### config.mk
export PLATFORM = sky130hd
export DESIGN_NAME = delta_settle_ctrl
export DESIGN_NICKNAME = d
export VERILOG_FILES = /design/src/rtl/dsc_pkg.sv /design/src/rtl/dsc_pick_lowest.sv /design/src/rtl/dsc_settle_judge.sv /design/src/rtl/dsc_eval_budget.sv /design/src/rtl/delta_settle_ctrl.sv
export SDC_FILE = /design/constraint.sdc
export NUM_CORES = 1
export LEC_CHECK = 0
export ABC_AREA = 1
export BUFFER_PORTS_ARGS = -buffer_cell sky130_fd_sc_hd__buf_2
export CORE_MARGIN = 2
export CORE_UTILIZATION = 57
export DETAILED_ROUTE_END_ITERATION = 8
export GPL_TIMING_DRIVEN = 0
export PLACE_DENSITY_LB_ADDON = 0.1
export SLEW_MARGIN = 0
export SYNTH_ARGS = -nofsm -noshare
export SYNTH_HDL_FRONTEND = slang
export SYNTH_SLANG_ARGS = --single-unit
### constraint.sdc
create_clock -name clk -period 3.25 [get_ports clk]
set_input_delay 0.1625 -clock clk [delete_from_list [all_inputs] [get_ports clk]]
set_output_delay 0.1625 -clock clk [all_outputs]
set_load 0.005 [all_outputs]
### src/rtl/dsc_pkg.sv
package dsc_pkg;

    typedef enum logic [1:0] {
        STOP_COUNT  = 2'b00,
        STOP_MATCH  = 2'b01,
        STOP_EITHER = 2'b10
    } stop_rule_e;

    typedef enum logic [2:0] {
        S_IDLE  = 3'd0,
        S_PICK  = 3'd1,
        S_ISSUE = 3'd2,
        S_WAIT  = 3'd3,
        S_DONE  = 3'd4,
        S_SWAP  = 3'd5,
        S_FAULT = 3'd6
    } ctrl_state_e;

endpackage

### src/rtl/dsc_pick_lowest.sv
module dsc_pick_lowest #(
    parameter int N_ENT = 8,
    localparam int IDX_W = (N_ENT > 1) ? $clog2(N_ENT) : 1
) (
    input  logic [N_ENT-1:0] req,
    output logic             any,
    output logic [IDX_W-1:0] idx
);

    always_comb begin
        any = 1'b0;
        idx = '0;
        for (int i = N_ENT - 1; i >= 0; i--) begin
            if (req[i]) begin
                idx = IDX_W'(i);
                any = 1'b1;
            end
        end
    end

    logic [N_ENT-1:0] below_mask;
    assign below_mask = (N_ENT'(1) << idx) - N_ENT'(1);

    always_comb begin
        if (any) begin
            AST_PICK_LOWEST: assert (req[idx] && ((req & below_mask) == '0));
        end
    end

endmodule

### src/rtl/dsc_settle_judge.sv
module dsc_settle_judge #(
    parameter int OUT_W   = 16,
    parameter int DEPTH_W = 4,
    parameter int REP_W   = 8
) (
    input  logic [1:0]         mode,
    input  logic [DEPTH_W-1:0] depth,
    input  logic [REP_W-1:0]   reps,
    input  logic [OUT_W-1:0]   cur_out,
    input  logic [OUT_W-1:0]   prev_out,
    output logic               settled
);
    import dsc_pkg::*;

    logic [DEPTH_W-1:0] eff_depth;
    logic               count_hit;
    logic               match_hit;

    assign eff_depth = (depth == '0) ? DEPTH_W'(1) : depth;
    assign count_hit = (reps >= REP_W'(eff_depth));
    assign match_hit = (reps >= REP_W'(2)) && (cur_out == prev_out);

    always_comb begin
        unique case (mode)
            STOP_COUNT: settled = count_hit;
            STOP_MATCH: settled = match_hit;
            default:    settled = count_hit | match_hit;
        endcase
    end

endmodule

### src/rtl/dsc_eval_budget.sv
module dsc_eval_budget #(
    parameter int MAX_EVALS = 64,
    localparam int CNT_W = $clog2(MAX_EVALS + 1)
) (
    input  logic clk,
    input  logic rst_n,
    input  logic clr,
    input  logic inc,
    output logic spent
);

    logic [CNT_W-1:0] used_q;

    assign spent = (used_q == CNT_W'(MAX_EVALS));

    always_ff @(posedge clk or negedge rst_n) begin
        if (!rst_n) begin
            used_q <= '0;
        end else if (clr) begin
            used_q <= '0;
        end else if (inc && !spent) begin
            used_q <= used_q + CNT_W'(1);
        end
    end

endmodule

### src/rtl/delta_settle_ctrl.sv
module delta_settle_ctrl #(
    parameter int N_ENT     = 8,
    parameter int OUT_W     = 16,
    parameter int DEPTH_W   = 4,
    parameter int MAX_EVALS = 64,
    localparam int IDX_W = (N_ENT > 1) ? $clog2(N_ENT) : 1,
    localparam int REP_W = $clog2(MAX_EVALS + 1) + 1
) (
    input  logic                   clk,
    input  logic                   rst_n,
    input  logic                   start,
    input  logic [1:0]             stop_mode,
    input  logic [DEPTH_W-1:0]     cfg_depth,
    input  logic [N_ENT*N_ENT-1:0] cfg_fanout,
    output logic                   eval_go,
    output logic [IDX_W-1:0]       eval_idx,
    input  logic                   eval_done,
    input  logic                   link_changed,
    input  logic [OUT_W-1:0]       eval_out,
    output logic                   cycle_done,
    output logic                   swap_req,
    output logic                   budget_err
);
    import dsc_pkg::*;

    ctrl_state_e       state_q, state_d;
    logic [N_ENT-1:0]  pending_q;
    logic [IDX_W-1:0]  cur_q;
    logic [REP_W-1:0]  rep_q;
    logic              chg_q;
    logic [OUT_W-1:0]  prev_q;
    logic              err_q;

    logic              pick_any;
    logic [IDX_W-1:0]  pick_idx;
    logic              settled;
    logic              spent;
    logic              budget_clr;
    logic [N_ENT-1:0]  fan_row;

    dsc_pick_lowest #(.N_ENT(N_ENT)) u_pick (
        .req (pending_q),
        .any (pick_any),
        .idx (pick_idx)
    );

    dsc_settle_judge #(.OUT_W(OUT_W), .DEPTH_W(DEPTH_W), .REP_W(REP_W)) u_judge (
        .mode     (stop_mode),
        .depth    (cfg_depth),
        .reps     (rep_q),
        .cur_out  (eval_out),
        .prev_out (prev_q),
        .settled  (settled)
    );

    assign budget_clr = (state_q == S_IDLE) && start;

    dsc_eval_budget #(.MAX_EVALS(MAX_EVALS)) u_budget (
        .clk   (clk),
        .rst_n (rst_n),
        .clr   (budget_clr),
        .inc   (eval_go),
        .spent (spent)
    );

    assign fan_row = cfg_fanout[cur_q*N_ENT +: N_ENT];

    // State register
    always_ff @(posedge clk or negedge rst_n) begin
        if (!rst_n) state_q <= S_IDLE;
        else        state_q <= state_d;
    end

    // Next state
    always_comb begin
        state_d = state_q;
        unique case (state_q)
            S_IDLE:  if (start) state_d = S_PICK;
            S_PICK:  state_d = pick_any ? S_ISSUE : S_DONE;
            S_ISSUE: state_d = spent ? S_FAULT : S_WAIT;
            S_WAIT:  if (eval_done) state_d = settled ? S_PICK : S_ISSUE;
            S_DONE:  state_d = S_SWAP;
            S_SWAP:  state_d = S_IDLE;
            S_FAULT: state_d = S_IDLE;
            default: state_d = S_IDLE;
        endcase
    end

    // Outputs
    always_comb begin
        eval_go    = 1'b0;
        cycle_done = 1'b0;
        swap_req   = 1'b0;
        unique case (state_q)
            S_ISSUE: eval_go    = !spent;
            S_DONE:  cycle_done = 1'b1;
            S_SWAP:  swap_req   = 1'b1;
            default: ;
        endcase
    end

    assign eval_idx   = cur_q;
    assign budget_err = err_q;

    // Datapath
    always_ff @(posedge clk or negedge rst_n) begin
        if (!rst_n) begin
            pending_q <= '0;
            cur_q     <= '0;
            rep_q     <= '0;
            chg_q     <= 1'b0;
            prev_q    <= '0;
            err_q     <= 1'b0;
        end else begin
            unique case (state_q)
                S_IDLE: begin
                    if (start) begin
                        pending_q <= '1;
                        err_q     <= 1'b0;
                    end
                end
                S_PICK: begin
                    if (pick_any) begin
                        cur_q               <= pick_idx;
                        pending_q[pick_idx] <= 1'b0;
                        rep_q               <= '0;
                        chg_q               <= 1'b0;
                    end
                end
                S_ISSUE: begin
                    if (!spent) rep_q <= rep_q + REP_W'(1);
                end
                S_WAIT: begin
                    if (eval_done) begin
                        prev_q <= eval_out;
                        chg_q  <= chg_q | link_changed;
                        if (settled && (chg_q || link_changed)) begin
                            pending_q <= pending_q | fan_row;
                        end
                    end
                end
                S_FAULT: begin
                    err_q     <= 1'b1;
                    pending_q <= '0;
                end
                default: ;
            endcase
        end
    end

    AST_GO_SINGLE: assert property (@(posedge clk) disable iff (!rst_n)
        eval_go |=> !eval_go);

    AST_IDX_HELD: assert property (@(posedge clk) disable iff (!rst_n)
        eval_go |=> $stable(eval_idx));

    AST_DONE_SINGLE: assert property (@(posedge clk) disable iff (!rst_n)
        cycle_done |=> !cycle_done);

    AST_SWAP_FOLLOWS: assert property (@(posedge clk) disable iff (!rst_n)
        cycle_done |=> swap_req);

    AST_DONE_EMPTY: assert property (@(posedge clk) disable iff (!rst_n)
        cycle_done |-> (pending_q == '0));

    AST_SPENT_NO_GO: assert property (@(posedge clk) disable iff (!rst_n)
        spent |-> !eval_go);

    AST_ERR_NO_DONE: assert property (@(posedge clk) disable iff (!rst_n)
        budget_err |-> !cycle_done);

endmodule

# ---- Yosys cells after proc, flatten, opt, wreduce, memory -nomap -nowiden
# Cells that the tools add are included.
dict set report totals {
  regBits 47
  latchBits 0
  mem_bits_rw 0
  rom_bits 0
  inputBits 91
  out_inout_bits 7
  wordCells 100
  memories 0
}
dict set report classes {
  add_sub_neg 2
  n_mul 0
  div 0
  order_cmp 4
  n_eq_ne 14
  n_shift 1
  mux 44
  bitwise_logic 5
  n_reduce_logical 22
}
# cell n
set op_table {}
lappend op_table {{$shiftx A64 B7 Y8} 1}
lappend op_table {{$mux W8} 6}
lappend op_table {{$mux W3} 12}
lappend op_table {{$pmux W8 S4} 1}
lappend op_table {{$eq A16 B16 Y1} 1}
lappend op_table {{$pmux W8 S2} 1}
lappend op_table {{$mux W1} 15}
lappend op_table {{$pmux W3 S5} 1}
lappend op_table {{$mux W7} 2}
lappend op_table {{$ne A2 B2 Y1 const B} 5}
lappend op_table {{$eq A3 B3 Y1 const B} 3}
lappend op_table {{$add A8 B1 Y8 const B} 1}
lappend op_table {{$and A8 B8 Y8} 1}
lappend op_table {{$ge A8 B2 Y1 const B} 1}
lappend op_table {{$ge A8 B4 Y1} 1}
lappend op_table {{$not A8 Y8} 1}
lappend op_table {{$or A8 B8 Y8} 1}
lappend op_table {{$reduce_and A2 Y1} 4}
lappend op_table {{$reduce_bool A2 Y1} 4}
lappend op_table {{$add A7 B1 Y7 const B} 1}
lappend op_table {{$eq A7 B7 Y1 const B} 1}
lappend op_table {{$eq A3 B2 Y1 const B} 2}
lappend op_table {{$pmux W1 S2} 3}
lappend op_table {{$reduce_and A3 Y1} 2}
lappend op_table {{16 further kinds} 21}

# ---- Logic depth before layout (Yosys ltp)
# Gate-level depths: netlist of the first run.
dict set report logic_depth {
  word_depth 16
  mapped_depth 13
  ltp_nobuf 13
}

# ---- Cells and area by module
# A second synthesis of the first run with hierarchy kept.
dict set report unflattened {
  cells_unflattened 609
  area_unflattened_um2 3862.5
}
# mod instances cells_each area_each_um2 seq_area_each_um2
set by_module_without_submodules {}
lappend by_module_without_submodules {delta_settle_ctrl 1 410 2812.7 1001.0}
lappend by_module_without_submodules {dsc_settle_judge 1 109 480.5 0.0}
lappend by_module_without_submodules {dsc_eval_budget 1 68 470.5 175.2}
lappend by_module_without_submodules {dsc_pick_lowest 1 22 98.8 0.0}

# ---- Least setup slack after synthesis of the first run
# OpenSTA, ideal clock, no wires.
dict set report synth_timing {
  path_type {reg2reg}
  start {reg rep_q[0]}
  end {reg pending_q[0]}
  setup_ns 0.117
  t_arrival_ns 1.541
  t_required_ns 3.133
  path_slack_ns 1.591
  path_stages_with_launch 12
  n_path_buf 0
  period_less_slack_ns 1.659
  cell_sequence {dfrtp_1 -> inv_1 -> ha_1 -> or2_2 -> nor2_1 -> nand2_1 -> nand2_1 -> nor2_1 -> nand3_1 -> nand3_2 -> nand3_1 -> nand2_1}
}
dict set report synth_via {
  elab_chain_len 7
  elab_cells_between_ends 8
  classes_between {2 x order compare; 1 x eq/ne; 1 x mux; 1 x bitwise; 3 x reduce/logical}
}
# element line_no
set synth_lines {}
lappend synth_lines {{start, declared} delta_settle_ctrl.sv:29} ;# logic [REP_W-1:0] rep_q;
lappend synth_lines {{start signal, assigned} delta_settle_ctrl.sv:131} ;# if (!spent) rep_q <= rep_q + REP_W'(1);
lappend synth_lines {{$ge A8 B2 Y1} dsc_settle_judge.sv:21} ;# assign match_hit = (reps >= REP_W'(2)) && (cur_out == prev_out);
lappend synth_lines {{$logic_and A1 B1 Y1} dsc_settle_judge.sv:21}
lappend synth_lines {{$or A1 B1 Y1} dsc_settle_judge.sv:27} ;# default: settled = count_hit | match_hit;
lappend synth_lines {{$pmux W1 S2 *} dsc_settle_judge.sv:24} ;# unique case (mode)
lappend synth_lines {{$logic_and A1 B1 Y1 *} delta_settle_ctrl.sv:137} ;# if (settled && (chg_q || link_changed)) begin
lappend synth_lines {{$ne A2 B2 Y1 (no line) *} -}
lappend synth_lines {{$reduce_and A5 Y1 (no line) *} -}
lappend synth_lines {{end signal, assigned} delta_settle_ctrl.sv:138} ;# pending_q <= pending_q | fan_row;
lappend synth_lines {{end, declared} delta_settle_ctrl.sv:27} ;# logic [N_ENT-1:0] pending_q;
# Every way passes the cells marked *; elsewhere a longest branch is shown, timed or not.
# A chain may end at the register's enable or synchronous reset.

# ---- Final worst setup path of the first run
dict set report layout_timing {
  start {reg rep_q[0]}
  end {reg pending_q[5]}
}
# The elaborated chain is that of the path after synthesis.

==> qor.yml, run 1 <==
cts_max_level: 2
p_per_area_nw_per_um2: 762
yosysTopAreaCell: "dfrtp_1"
place_hpwl_um: 7050
finalCoreUtilization_pct: 70.2
layout-drive-gt1-share_pct: 20.8
worst_pin_slew_ps: 1040
hold_viol_final: 0
finalPower_uw: 3170
cts_tree: "yes"
p_leak_uw: 0.00230
core-area_sq_um: 5920
post_cts_buffers: 0
cp-end-kind: "flip-flop"
die_w_um: 82.3
hold_path_class: "in2async"
numCtsBuffers: 5
antenna_cells: 0
cp_max_fo: 10
cts_sinks: 47
syn-cell-area_sq_um: 3490
syn_area_per_cell_sq_um: 6.29
syn_to_final_growth_pct: 19.1
dr.pass1.iters: 5
yosysUniqueCellTypes: 34
clock_latency_ps: 300
yosys-top-cells-area: "dfrtp_1 (34%), nand2_1 (21%), nand3_1 (11%)"
ctsResizeCount: 0
ctsHoldBuffers: 0
ioPinCount: 98
relSlewSlack_pct: 30.5
core.rowCount: 28
worst_path_max_delay_cell: "dfrtp_1"
ys_seq_area_share_pct: 33.7
drt_iter0_markers: 168
syn_inst: 555
ant_nets: 0
fmax_mhz: 498
grt_pass1_vias: 3488
yosysTopAreaCellShare_pct: 33.7
startpoint_type: "flip-flop"
grt_max_degree: 48
drc: 0
yosysWarnings: 0
crit_top_cell: "nand2_1"
ys_seq_elements: 47
fp.dieH_um: 82.3
synth.most_common_cell: "nand2_1"
crit_buf_inv: 1
synth_commonest_cells: "nand2_1 (194), nand3_1 (74), inv_1 (66), nor2_1 (50), dfrtp_1 (47)"
cts.clk_slew.worst_paths_ps: 90
synth_fp_nets: 654
via_per_inst: 5.21
num_vias: 3827
critical-path-top-delay-family: "simple AND/OR/NAND/NOR gates"
initial_core_util_pct: 59.0
cp.required_ps: 3490
tns_ps: 0
synth-edff-count: 0
grt-ovfl-total: 0
grt_first_pass_wirelength_um: 14600
cts_max_path_buffers: 2
cts-root-buf: "clkbuf_8"
setup-violations-final: 0
gp_congestion: 0.860
ys.flop_type: "dfrtp_1"
path_cells: "inv_1 -> ha_1 -> or2_2 -> nor2_1 -> nand2_1 -> nand2_1 -> nor2_1 -> nand3_1 -> nand3_2 -> nand2_4 -> nand2_1 -> nand2_1"
skew_ps: 10.1
cpPeakStageDelay_ps: 420
async_flop_share_pct: 100
run_status: "completed"
drv_slew: 0
path_class: "reg2reg"
antenna_found_initial: 0
wl_um: 9000
maxCapViolations: 0
ir_drop_mv: 0.594
post_drt_wl_per_cell_um: 12.3
grt_setup_unrepaired: "no"
fin_crit_sh_pct: 61.8
nets: 758
arrival_ps: 2250
die_area_sq_um: 6770
timing.final.crit_period_ps: 2010
grt.total_usage_pct: 27.6
portBuffers: 97
-- layout make-up --
type,instances,area [sq um]
multi-input combinational,420,1970
fill,529,1760
sequential,47,1180
timing repair buffer,97,485
inverter,72,270
tap,75,93.8
clock buffer,6,82.6
buffer,16,73.8
clock inverter,1,5.00
-- power breakdown --
part	switching [uW]	internal, uW
clock	194	167
combinational	1190	650
sequential	170	802
-- flip-flops by register name, summed over array words and instances, names as in the netlist --
| name | count |
|---|---|
| budget_err | 1 |
| chg_q | 1 |
| eval_idx | 3 |
| pending_q | 8 |
| prev_q | 16 |
| rep_q | 8 |
| state_q | 3 |
| u_budget.used_q | 7 |
-- kinds of logic after synthesis --
family,count (synthesis),share of synthesized area [%]
buf+inv,88,9.85
xor+xnor,7,1.76
simple gates,344,41.9
compound gates,58,8.99
mux,3,0.967
fa+ha+maj,8,2.87
flops,47,33.7
-- metrics by stage --
step	std cells	instance area (sq um)	worst slack, ps	hold slack, ps
after floorplan	555	3490	1590	-133
after global placement	727	4070	1350	407
after detailed placement	727	4070	1270	414
after CTS	734	4160	1260	87.5
after global routing	734	4160	1070	120
final	734	4160	1240	35.5
-- final timing paths --
kind / slack (ps) / cells past startpoint / to / startpoint
worst max-delay path: 1240 / 12 / pending_q[5] / rep_q[0]
worst min-delay path: 40 / 1 / budget_err / rst_n
worst max register to register: 1240 / 12 / pending_q[5] / rep_q[0]
worst min register to register: 480 / 2 / budget_err / budget_err
max in group asynchronous: 2570 / 1 / prev_q[7] / rst_n
min in group clk: 120 / 2 / prev_q[11] / eval_out[11]
-- routing by layer --
metal	up-vias	wire [um]	global-route usage [%]	share of wire, %
met3	14	630	4.78	7.0
met1	1710	3760	31.1	42
met4	0	179	8.17	2.0
li1	1964	-	-	-
met5	-	0	0	0
met2	139	4430	52.4	49
-- cells in the final DEF, fill, tap and decap left out --
cell type  count
nand3_1       74
or2_2          2
o21ai_0       28
o22ai_1        2
dfrtp_1       47
nor3_1         9
nor2_1        50
a211oi_1       1
nor3_2         1
a21oi_2        1
clkinv_1       1
nor2_2         1
ha_1           8
nor2_4         1
nor4_1         1
a21oi_1       17
nand2_2        2
clkinv_2       1
o21bai_1       1
or2_4          1
mux2_2         3
xor2_1         7
a31o_2         1
clkbuf_1       5
buf_2        107
nand2_1      194
o21ai_1        4
o31ai_1        2
nand3_2        1
clkbuf_8       6
nand2_4        2
o21ai_2        1
clkbuf_2       1
inv_2          5
inv_1         66
nand4_1        5
(Power assumes the default switching activity.)
==> run 2, diff against run 1 <==
--- a/config.mk
+++ b/config.mk
@@ -8,7 +8,7 @@
 export ABC_AREA = 1
 export BUFFER_PORTS_ARGS = -buffer_cell sky130_fd_sc_hd__buf_2
 export CORE_MARGIN = 2
-export CORE_UTILIZATION = 57
+export CORE_UTILIZATION = 53
 export DETAILED_ROUTE_END_ITERATION = 8
 export GPL_TIMING_DRIVEN = 0
 export PLACE_DENSITY_LB_ADDON = 0.1
==> constraint.sdc (replaced) <==
create_clock -name clk -period 2 [get_ports clk]
set_input_delay 0.1 -clock clk [delete_from_list [all_inputs] [get_ports clk]]
set_output_delay 0.1 -clock clk [all_outputs]
set_load 0.005 [all_outputs]
==> run 2 against run 1 <==
Compared with the run above: cell count is 0.68% higher; critical endpoint is now eval_idx[0]; the run now ends with negative hold slack left; largest power group unchanged; utilization is 3.8 points lower; register-to-register slack worse by 1100 ps; critical path type unchanged; count of clock-buffer cells in the layout stayed put; setup slack worse by 1100 ps; fmax is 10% higher.
==> qor.yml, run 2 (synthesized netlist as in run 1, its figures left out) <==
p_comb_share_pct: 56.7
layout-drive-gt1-share_pct: 21.5
antenna_cells: 0
cts_max_path_buffers: 2
via_per_inst: 5.07
layout_commonest_cell: "nand2_1"
top_regs: "prev_q x16, pending_q x8, rep_q x8"
path_class: "reg2reg"
initial_core_util_pct: 55.0
n_fill_cell: 601
run_status: "complete, but fails checks"
top_register: "prev_q"
top_layer: "met4"
grt_first_pass_wirelength_um: 14900
rrSetupSlack_ps: 180
placed_area_sq_um: 4070
hold_path_class: "in2async"
core.rowCount: 29
largest_register_ffs: 16
post_drt_wl_per_cell_um: 12.0
syn_to_final_growth_pct: 20.9
stdcell_count: 739
timing.final.crit_period_ps: 1820
cts_max_level: 2
tns_ps: 0
fin_crit_sh_pct: 91.0
grt_setup_unrepaired: "no"
arrival_ps: 2010
route.met2.wl_um: 4220
cp.required_ps: 2190
wl_met1_um: 3830
startpoint_type: "flip-flop"
finalPower_uw: 5300
grt_pass1_vias: 3474
grt.total_usage_pct: 24.9
routed-wl-met3_um: 676
place_hpwl_um: 6930
drt_iter0_markers: 210
p_clk_share_pct: 13.6
num_vias: 3747
ant_nets: 0
antenna_found_initial: 0
layout_common_cells: "nand2_1 (194), buf_2 (107), nand3_1 (73)"
die_w_um: 85.2
gp_congestion: 0.872
drc: 0
cp_max_fo: 9
cts-root-buf: "clkbuf_8"
die_area_sq_um: 7250
grt-ovfl-total: 0
hold_viol_final: 47
drv_slew: 0
maxCapViolations: 0
clock_latency_ps: 300
dp_slack_ps: 55.5
power.share.switching_pct: 47.4
holdWs_ps: -25.0
p_per_area_nw_per_um2: 1260
worst_slack_ps: 180
p_seq_share_pct: 29.7
cts_sinks: 47
fmax_mhz: 549
ioPinCount: 98
fp.dieH_um: 85.2
numCtsBuffers: 5
skew_ps: 11.0
wl_um: 8860
portBuffers: 97
nets: 760
place_inst: 729
failed_checks: "negative hold slack"
relSlewSlack_pct: 31.4
ctsHoldBuffers: 0
worst_pin_slew_ps: 1030
p_leak_uw: 0.00233
core-area_sq_um: 6350
dr.pass1.iters: 5
ir_drop_mv: 0.796
grt_max_degree: 48
intPower_uw: 2780
setup-violations-final: 0
switchingPower_uw: 2510
cp-end-kind: "flip-flop"
cts.clk_slew.worst_paths_ps: 90
cts_tree: "yes"
stdcell_area_sq_um: 4220
==> run 2: cell count changes in the layout (fill, tap and decap cells not counted) <==
cell / delta
buf_4: +1
bufinv_16: +1
inv_1: -1
inv_2: +1
nand3_1: -1
nand3_2: +1
nand3_4: +1
==> run 2: worst paths after layout <==
| path | cells past startpoint | start | end |
|---|---|---|---|
| max | 8 | state_q[2] | eval_idx[0] |
| min | 1 | rst_n | rep_q[0] |
| max reg2reg | 8 | state_q[2] | eval_idx[0] |
| min reg2reg | 2 | pending_q[3] | pending_q[3] |
| max in group asynchronous | 1 | rst_n | pending_q[5] |
| min in group clk | 2 | eval_out[11] | prev_q[11] |
==> run 2: final cells by class <==
class / count / area [sq um] / share of cell area, %
well taps: 77 / 96.3 / 2.28
repair buffers: 98 / 493 / 11.7
multi-input cells: 421 / 1990 / 47.2
inverters: 72 / 270 / 6.40
plain buffers: 16 / 73.8 / 1.75
clock inverters: 2 / 35.0 / 0.830
flip-flops and latches: 47 / 1180 / 27.9
clock buffers: 6 / 82.6 / 1.96
==> run 2: repair_timing <==
action                                  4_1_cts  5_1_grt
endpoints found under the setup margin        0        9
buffers inserted                              0        1
gates resized for setup                       0        3
endpoints found under the hold margin         0        0
==> run 2: worst max-delay path, stage by stage (launching register included) <==
cell     delay [ps]
dfrtp_1         420
inv_2           150
nand2_2          70
nor2_1          230
inv_2           160
nor2_1          300
inv_1           200
nand2_1         100
o21ai_1          70
==> run 2: metal layers <==
| layer | GRT usage (%) | vias up |
|---|---|---|
| met2 | 45.3 | 127 |
| met1 | 30.4 | 1637 |
| met3 | 3.79 | 10 |
| li1 | - | 1973 |
| met4 | 7.50 | 0 |
| met5 | 0 | - |
==> run 2: stage by stage <==
stage               hold slack (ps)  util, %
floorplan                      -196        -
global placement                351     64.2
detailed placement              356     64.2
CTS                            29.2     66.0
global route                   54.6     66.5
finish                        -25.0     66.5
==> run 2: power groups by stage <==
stage,clock [uW],combinational [uW],sequential (uW)
floorplan,0,2260,1530
global placement,0,2870,1570
detailed placement,0,2950,1590
CTS,733,2970,1570
global route,770,3490,1620
finish,722,3000,1570
